<file path="config.mk">
export PLATFORM = sky130hd
export DESIGN_NAME = stacked_irq_status
export DESIGN_NICKNAME = d
export VERILOG_FILES = /design/src/rtl/stacked_irq_pkg.sv /design/src/rtl/irq_stack_stage.sv /design/src/rtl/irq_ctrl_flags.sv /design/src/rtl/stacked_irq_status.sv
export SDC_FILE = /design/constraint.sdc
export NUM_CORES = 1
export LEC_CHECK = 0
export BUFFER_PORTS_ARGS = -buffer_cell sky130_fd_sc_hd__buf_2
export CORE_MARGIN = 1
export CORE_UTILIZATION = 35
export CTS_CLUSTER_DIAMETER = 120
export DETAILED_ROUTE_END_ITERATION = 10
export PLACE_DENSITY = 0.63
export SYNTH_ARGS = -nofsm -noshare
export SYNTH_HDL_FRONTEND = slang
export SYNTH_SLANG_ARGS = --single-unit
</file>
<file path="constraint.sdc">
create_clock -name clk -period 2.6 [get_ports clk]
set_input_delay 0.13 -clock clk [delete_from_list [all_inputs] [get_ports clk]]
set_output_delay 0.13 -clock clk [all_outputs]
set_load 0.01 [all_outputs]
</file>
<file path="src/rtl/stacked_irq_pkg.sv">
// Shared bit positions of the summary byte.
// Assumes an 8-bit host-visible summary register.
package stacked_irq_pkg;
    localparam int STAT_W       = 8;
    localparam int STAT_ABORT   = 7;
    localparam int STAT_SWRST   = 6;
    localparam int STAT_SIGNAL  = 5;
    localparam int STAT_LINK    = 3;
    localparam int STAT_BUSPEND = 1;
    localparam int STAT_DMAPEND = 0;
endpackage

</file>
<file path="src/rtl/irq_stack_stage.sv">
// Two-stage event store for one source group: a visible word and a pending word.
// Assumes `gate_closed` comes from the global summary and `rd_clr` is a one-cycle pulse.
module irq_stack_stage #(
    parameter int W = 8
) (
    input  logic         clk,
    input  logic         rst_n,
    input  logic [W-1:0] evt,
    input  logic         gate_closed,
    input  logic         rd_clr,
    output logic [W-1:0] vis
);
    logic [W-1:0] pend;

    // Updates the visible and pending words from events, gate and read-clear.
    always_ff @(posedge clk) begin
        if (!rst_n) begin
            vis  <= '0;
            pend <= '0;
        end else if (rd_clr) begin
            vis  <= pend;
            pend <= evt;
        end else if (gate_closed) begin
            pend <= pend | evt;
        end else begin
            vis  <= vis | pend | evt;
            pend <= '0;
        end
    end


    hold_when_closed_chk: assert property (@(posedge clk) disable iff (!rst_n)
        (gate_closed && !rd_clr) |=> $stable(vis));

    promote_on_read_chk: assert property (@(posedge clk) disable iff (!rst_n)
        rd_clr |=> (vis == $past(pend)));

    capture_when_open_chk: assert property (@(posedge clk) disable iff (!rst_n)
        (!gate_closed && !rd_clr) |=> ((vis & $past(evt)) == $past(evt)));
endmodule

</file>
<file path="src/rtl/irq_ctrl_flags.sv">
// Host-writable control flags and the registered link bit.
// Assumes acknowledges are single-cycle pulses from the engine.
module irq_ctrl_flags (
    input  logic       clk,
    input  logic       rst_n,
    input  logic       host_wr,
    input  logic       wr_abort,
    input  logic       wr_swrst,
    input  logic       wr_signal,
    input  logic       abort_ack,
    input  logic       sigp_ack,
    input  logic       link_connected,
    output logic       abort_q,
    output logic       swrst_q,
    output logic       signal_q,
    output logic       link_q
);
    // Abort: set by host write, cleared by acknowledge; the write wins.
    always_ff @(posedge clk) begin
        if (!rst_n)                    abort_q <= 1'b0;
        else if (host_wr && wr_abort)  abort_q <= 1'b1;
        else if (abort_ack)            abort_q <= 1'b0;
    end

    // Signal-process: same set and clear rule as abort.
    always_ff @(posedge clk) begin
        if (!rst_n)                    signal_q <= 1'b0;
        else if (host_wr && wr_signal) signal_q <= 1'b1;
        else if (sigp_ack)             signal_q <= 1'b0;
    end

    // Software reset: loaded from every write, held otherwise.
    always_ff @(posedge clk) begin
        if (!rst_n)       swrst_q <= 1'b0;
        else if (host_wr) swrst_q <= wr_swrst;
    end

    // Link bit: one-cycle registered copy of the input level.
    always_ff @(posedge clk) begin
        if (!rst_n) link_q <= 1'b0;
        else        link_q <= link_connected;
    end


    abort_ack_clears_chk: assert property (@(posedge clk) disable iff (!rst_n)
        (abort_ack && !(host_wr && wr_abort)) |=> !abort_q);

    signal_set_chk: assert property (@(posedge clk) disable iff (!rst_n)
        (host_wr && wr_signal) |=> signal_q);

    swrst_hold_chk: assert property (@(posedge clk) disable iff (!rst_n)
        !host_wr |=> $stable(swrst_q));
endmodule

</file>
<file path="src/rtl/stacked_irq_status.sv">
// Top: two stacked event stores, the summary byte and the registered interrupt.
// Assumes the read strobes are decoded host reads of the detailed status words.
module stacked_irq_status
    import stacked_irq_pkg::*;
#(
    parameter int DMA_W = 8,
    parameter int BUS_W = 8
) (
    input  logic              clk,
    input  logic              rst_n,
    input  logic [DMA_W-1:0]  dma_evt,
    input  logic [BUS_W-1:0]  bus_evt,
    input  logic [BUS_W-1:0]  bus_evt_mask,
    input  logic              irq_mask,
    input  logic              dma_stat_rd,
    input  logic              bus_stat_rd,
    input  logic              host_wr,
    input  logic [STAT_W-1:0] host_wdata,
    input  logic              abort_ack,
    input  logic              sigp_ack,
    input  logic              link_connected,
    output logic [STAT_W-1:0] istat,
    output logic [DMA_W-1:0]  dma_stat,
    output logic [BUS_W-1:0]  bus_stat,
    output logic              irq
);
    logic dma_pend, bus_pend, gate_closed;
    logic abort_q, swrst_q, signal_q, link_q;

    // Summary bits and the shared gate that closes both stores.
    always_comb begin
        dma_pend    = |dma_stat;
        bus_pend    = |(bus_stat & ~bus_evt_mask);
        gate_closed = dma_pend | bus_pend;
    end

    irq_stack_stage #(.W(DMA_W)) u_dma_stage (
        .clk(clk), .rst_n(rst_n), .evt(dma_evt), .gate_closed(gate_closed),
        .rd_clr(dma_stat_rd), .vis(dma_stat)
    );

    irq_stack_stage #(.W(BUS_W)) u_bus_stage (
        .clk(clk), .rst_n(rst_n), .evt(bus_evt), .gate_closed(gate_closed),
        .rd_clr(bus_stat_rd), .vis(bus_stat)
    );

    irq_ctrl_flags u_flags (
        .clk(clk), .rst_n(rst_n), .host_wr(host_wr),
        .wr_abort(host_wdata[STAT_ABORT]), .wr_swrst(host_wdata[STAT_SWRST]),
        .wr_signal(host_wdata[STAT_SIGNAL]), .abort_ack(abort_ack),
        .sigp_ack(sigp_ack), .link_connected(link_connected),
        .abort_q(abort_q), .swrst_q(swrst_q), .signal_q(signal_q), .link_q(link_q)
    );

    // Assembles the summary byte; unused positions read 0.
    always_comb begin
        istat               = '0;
        istat[STAT_ABORT]   = abort_q;
        istat[STAT_SWRST]   = swrst_q;
        istat[STAT_SIGNAL]  = signal_q;
        istat[STAT_LINK]    = link_q;
        istat[STAT_BUSPEND] = bus_pend;
        istat[STAT_DMAPEND] = dma_pend;
    end

    // Registered interrupt request, one cycle behind the summary.
    always_ff @(posedge clk) begin
        if (!rst_n) irq <= 1'b0;
        else        irq <= gate_closed & ~irq_mask;
    end


    irq_masked_chk: assert property (@(posedge clk) disable iff (!rst_n)
        irq_mask |=> !irq);

    irq_raise_chk: assert property (@(posedge clk) disable iff (!rst_n)
        ((istat[STAT_DMAPEND] || istat[STAT_BUSPEND]) && !irq_mask) |=> irq);

    reserved_zero_chk: assert property (@(posedge clk) disable iff (!rst_n)
        (istat[4] == 1'b0) && (istat[2] == 1'b0));
endmodule

</file>
Word level (Yosys, flattened, before mapping)
Index checks and enable logic that the tools add are counted.

Register bits: 37. Output and inout bits: 25.

Eq/ne operators: 2. Mux-type cells: 12. Bitwise gates (word level): 11. Reduce and logical (&&, ||, !) cells: 6.

Operators with widths (number): 8-bit 2-to-1 mux (8); 8-bit bitwise OR (6); 8-bit OR reduction (2); 8-bit bitwise AND (1); 8-bit inverter (1); 1-bit 2-to-1 mux (4); 2-bit inequality test (second input constant) (2); 2-bit nonzero test (2); 1-bit logical AND (2); 1-bit bitwise AND (1); 1-bit inverter (1); 1-bit bitwise OR (1).

Longest topological paths before layout
Depth after elaboration: 6. Gate-level depth with buffers: 5. Mapped depth without buffers: 4.

Modules after synthesis
A second synthesis with hierarchy kept.

Cell total of the unflattened synthesis: 166. Area total of the unflattened synthesis: 1531.5 µm².

By module, submodules not included: irq_stack_stage (instances 2, cells an instance 62, area each 585.6 µm²); stacked_irq_status (instances 1, cells an instance 29, area each 222.7 µm²); irq_ctrl_flags (instances 1, cells an instance 13, area each 137.6 µm²).

Worst setup path after synthesis
Ideal clock, no wire load.

Path type: reg-to-reg. Start point: register u_dma_stage.vis[0]. End point: register u_bus_stage.vis[0]. Setup time: 0.080 ns. Data arrival time: 1.488 ns. Setup slack: 1.032 ns. Stages on the path, launching flop included: 6. Buffers on the path: 1. Cells stage by stage: dfxtp_1 > or4_1 > nor2_4 > nand3_4 > buf_6 > a211oi_2.

Cells in the longest elaborated chain, start to end: 3.

RTL lines: start, declared (RTL line irq_stack_stage.sv:11) `output logic [W-1:0] vis`; start signal, assigned (RTL line irq_stack_stage.sv:21) `vis <= pend;`; start signal, assigned (RTL line irq_stack_stage.sv:26) `vis <= vis | pend | evt;`; 8-bit OR reduction (RTL line stacked_irq_status.sv:32) `dma_pend = |dma_stat;`; 1-bit bitwise OR (RTL line stacked_irq_status.sv:34) `gate_closed = dma_pend | bus_pend;`; 2-bit inequality test (no line); end signal, assigned (RTL line irq_stack_stage.sv:21); end signal, assigned (RTL line irq_stack_stage.sv:26); end, declared (RTL line irq_stack_stage.sv:11).

No other way between the ends. A chain may end at the register's enable or synchronous reset.

Worst setup path after layout
Start point: register u_dma_stage.vis[0]. End point: register u_dma_stage.pend[4].

Cells in the longest elaborated chain, start to end: 4.

RTL lines: 8-bit OR reduction (RTL line stacked_irq_status.sv:32); 1-bit bitwise OR (RTL line stacked_irq_status.sv:34); 8-bit 2-to-1 mux (RTL line irq_stack_stage.sv:23) `end else if (gate_closed) begin`; 8-bit 2-to-1 mux (RTL line irq_stack_stage.sv:20) `end else if (rd_clr) begin`; end signal, assigned (RTL line irq_stack_stage.sv:22) `pend <= evt;`; end signal, assigned (RTL line irq_stack_stage.sv:24) `pend <= pend | evt;`; end, declared (RTL line irq_stack_stage.sv:13) `logic [W-1:0] pend;`.

No other way between the ends.

==> summary.txt <==
Cells and area
  – Fill cell count: 450
  – Fin util: 46.0%
  – Ant. Diodes: 0
  – Nets: 275
  – Layout area overhead: 23.3%
  – Most frequent cells in the layout: buf_2, dfxtp_1, a21oi_1
  – Most common cell after layout, fill and taps aside: buf_2
  – Final instance area: 2060 um2
  – Post-route non-filler standard cell count: 287
  – Layout cells sized above 1: 43.0%

Die
  – Initial core utilization: 37.3%
  – Die Height: 71.1 um
  – Cell Rows: 24
  – Die outline width: 71.1 um
  – # IOs: 66
  – Die area: 5050 um2
  – Core Region: 4470 um2

Worst setup path
  – Critical path class: reg2reg
  – Crit path arrival time: 1970 ps
  – CP Max Fanout: 8
  – CP Launch Type: flop
  – Reg2Reg Depth: 4
  – CP endpoint kind: flop
  – CP required: 2770 ps

STA
  – TNS Setup: 0 ps
  – Relative slew slack: 53.1%
  – Final WS setup: 803 ps
  – Fin Clk Skew: 3.33 ps
  – Final setup vio count: 0
  – Max Slew Vio Count: 0
  – Max Freq: 556 MHz
  – Worst Tran Pin Value: 695 ps
  – Part of the cycle the worst path needs: 69.1%
  – RSZ-0062 raised after global routing: no
  – Final hold violation count: 0
  – Fin Hold WS: 10.8 ps
  – Final Critical Period: 1800 ps

Placement
  – I/O Buffers: 58
  – Dpl cells: 279
  – Detailed placer's ending HPWL: 2510 um
  – Gpl congestion: 0.717
  – Placement Cell Area: 1960 um2
  – Pre-CTS setup slack: 792 ps

Routing
  – ANT nets after route: 0
  – Initial DRT Pass Iterations: 7
  – Drc violations: 3
  – Drt wl/cell: 11.7 um
  – Routed WL: 3360 um
  – Initial DRC Count: 56
  – Via count: 1348
  – DR vias/cell: 4.70

Clock network
  – CTS tree: yes
  – Hold Buf Count CTS: 0
  – Root buf cell: clkbuf_8
  – CTS Buf Count: 5
  – Clock Latency Late Sink: 270 ps
  – Clock slew at reported path FFs: 70 ps
  – PostCTS Resize Cnt: 0
  – CTS max path bufs: 2
  – H-Tree Level Count: 2
  – Clk sinks: 37
  – Postcts setup bufs: 0

Synth
  – Post-Synthesis Cells: 180
  – Synth Area per Inst: 9.28 um2
  – Cell area after synthesis: 1670 um2
  – Synthesis-stage register bit count: 37
  – Synth Warn #: 0
  – Synth unique cells: 25
  – Sequential-to-total area share from yosys stat: 44.3%

Hold path
  – Min-delay worst type: in2reg
  – Hold Crit Depth: 2

GRT
  – Global-route wire length before repair: 5440 um
  – Total GRT Usage: 14.2%
  – Vias in the first global route: 1184
  – Gr ovfl total: 0
  – Pin count of the biggest net entering global routing: 18
  – Initial antenna violation count: 0

Power and ir drop
  – Switching part of the total: 27.5%
  – Lkg Pwr: 0.924 nW
  – Total Power: 1.37 mW
  – Logic gate share of total power: 20.7%
  – Max VDD drop: 0.000360 V
  – Psw: 377 uW
  – Flop pwr share: 47.7%
  – Clock Power Share: 31.6%
  – Power per Cell Area: 664 nW/um2
  – Power Internal: 991 uW

Status
  – Violated checks: design-rule violations
  – Status: complete, but fails checks

Job
  – MaxCap Viol Count: 0
[worst max-delay path, stage by stage (launching register included)]
cell and delay (ps):
dfxtp_1 330, or4_1 570, nor2_4 170, a41oi_1 350
nor2b_1 260
[registers in the layout (all words and copies together), names as in the netlist, 8 cells and up]
signal / flops
u_bus_stage.pend: 8
u_bus_stage.vis: 8
u_dma_stage.pend: 8
u_dma_stage.vis: 8
[final cells by class]
cell class | count | area, um2 | area share (%)
tap | 52 | 65.1 | 3.16
timing repair buffer | 61 | 313 | 15.2
inverter | 6 | 22.5 | 1.09
multi-input combinational | 123 | 817 | 39.7
clock inverter | 1 | 5.00 | 0.243
sequential | 37 | 741 | 36.0
clock buffer | 7 | 96.3 | 4.68
[Yosys cell counts, drive strengths merged]
master    n  area (um2)
dfxtp    37         741
nor2b    22         138
nand2     3        11.3
clkinv    2        7.51
nor3b     1        7.51
conb      1        3.75
inv       4        15.0
and2      1        6.26
nand2b    2        12.5
a211oi   16         170
a21oi    34         170
or4       2        18.8
or2      16         100
a2111oi   2        55.1
mux2i     1        10.0
nor2     18        75.1
nand3     1        17.5
buf       9        71.3
a41oi     2        17.5
clkbuf    6        22.5
[kinds of logic after synthesis]
logic type,after synthesis,share of synthesized area (%)
and+or+nand+nor,66,23.1
AOI/OAI and AO/OA,54,24.7
DFF,37,44.3
buffers and inverters,21,6.97
muxes,1,0.599
other,1,0.225
[final timing paths]
path | from | end | slack (ps)
min | irq_mask | irq$_SDFF_PN0_ | 10
max reg2reg | u_dma_stage.vis[0]$_SDFFE_PN0P_ | u_dma_stage.pend[4]$_SDFF_PN0_ | 800
min reg2reg | u_flags.signal_q$_SDFFE_PN0P_ | u_flags.signal_q$_SDFFE_PN0P_ | 470
max | u_dma_stage.vis[0]$_SDFFE_PN0P_ | u_dma_stage.pend[4]$_SDFF_PN0_ | 800
[per-layer routing]
metal	vias up	GRT usage, %	share of wire (%)
met4	0	5.11	1.0
met5	-	0	0
met1	598	17.5	46
met3	4	4.13	4.1
li1	714	-	-
met2	32	23.5	48
[power by group through the flow]
stage	Sequential, mW	Clock (mW)	Combinational (mW)
after floorplan	0.671	0	0.205
after global placement	0.665	0	0.284
after detailed placement	0.666	0	0.288
after CTS	0.653	0.445	0.288
after global routing	0.659	0.467	0.314
final	0.652	0.433	0.283
Note: power is estimated with default switching activity, not from simulation.
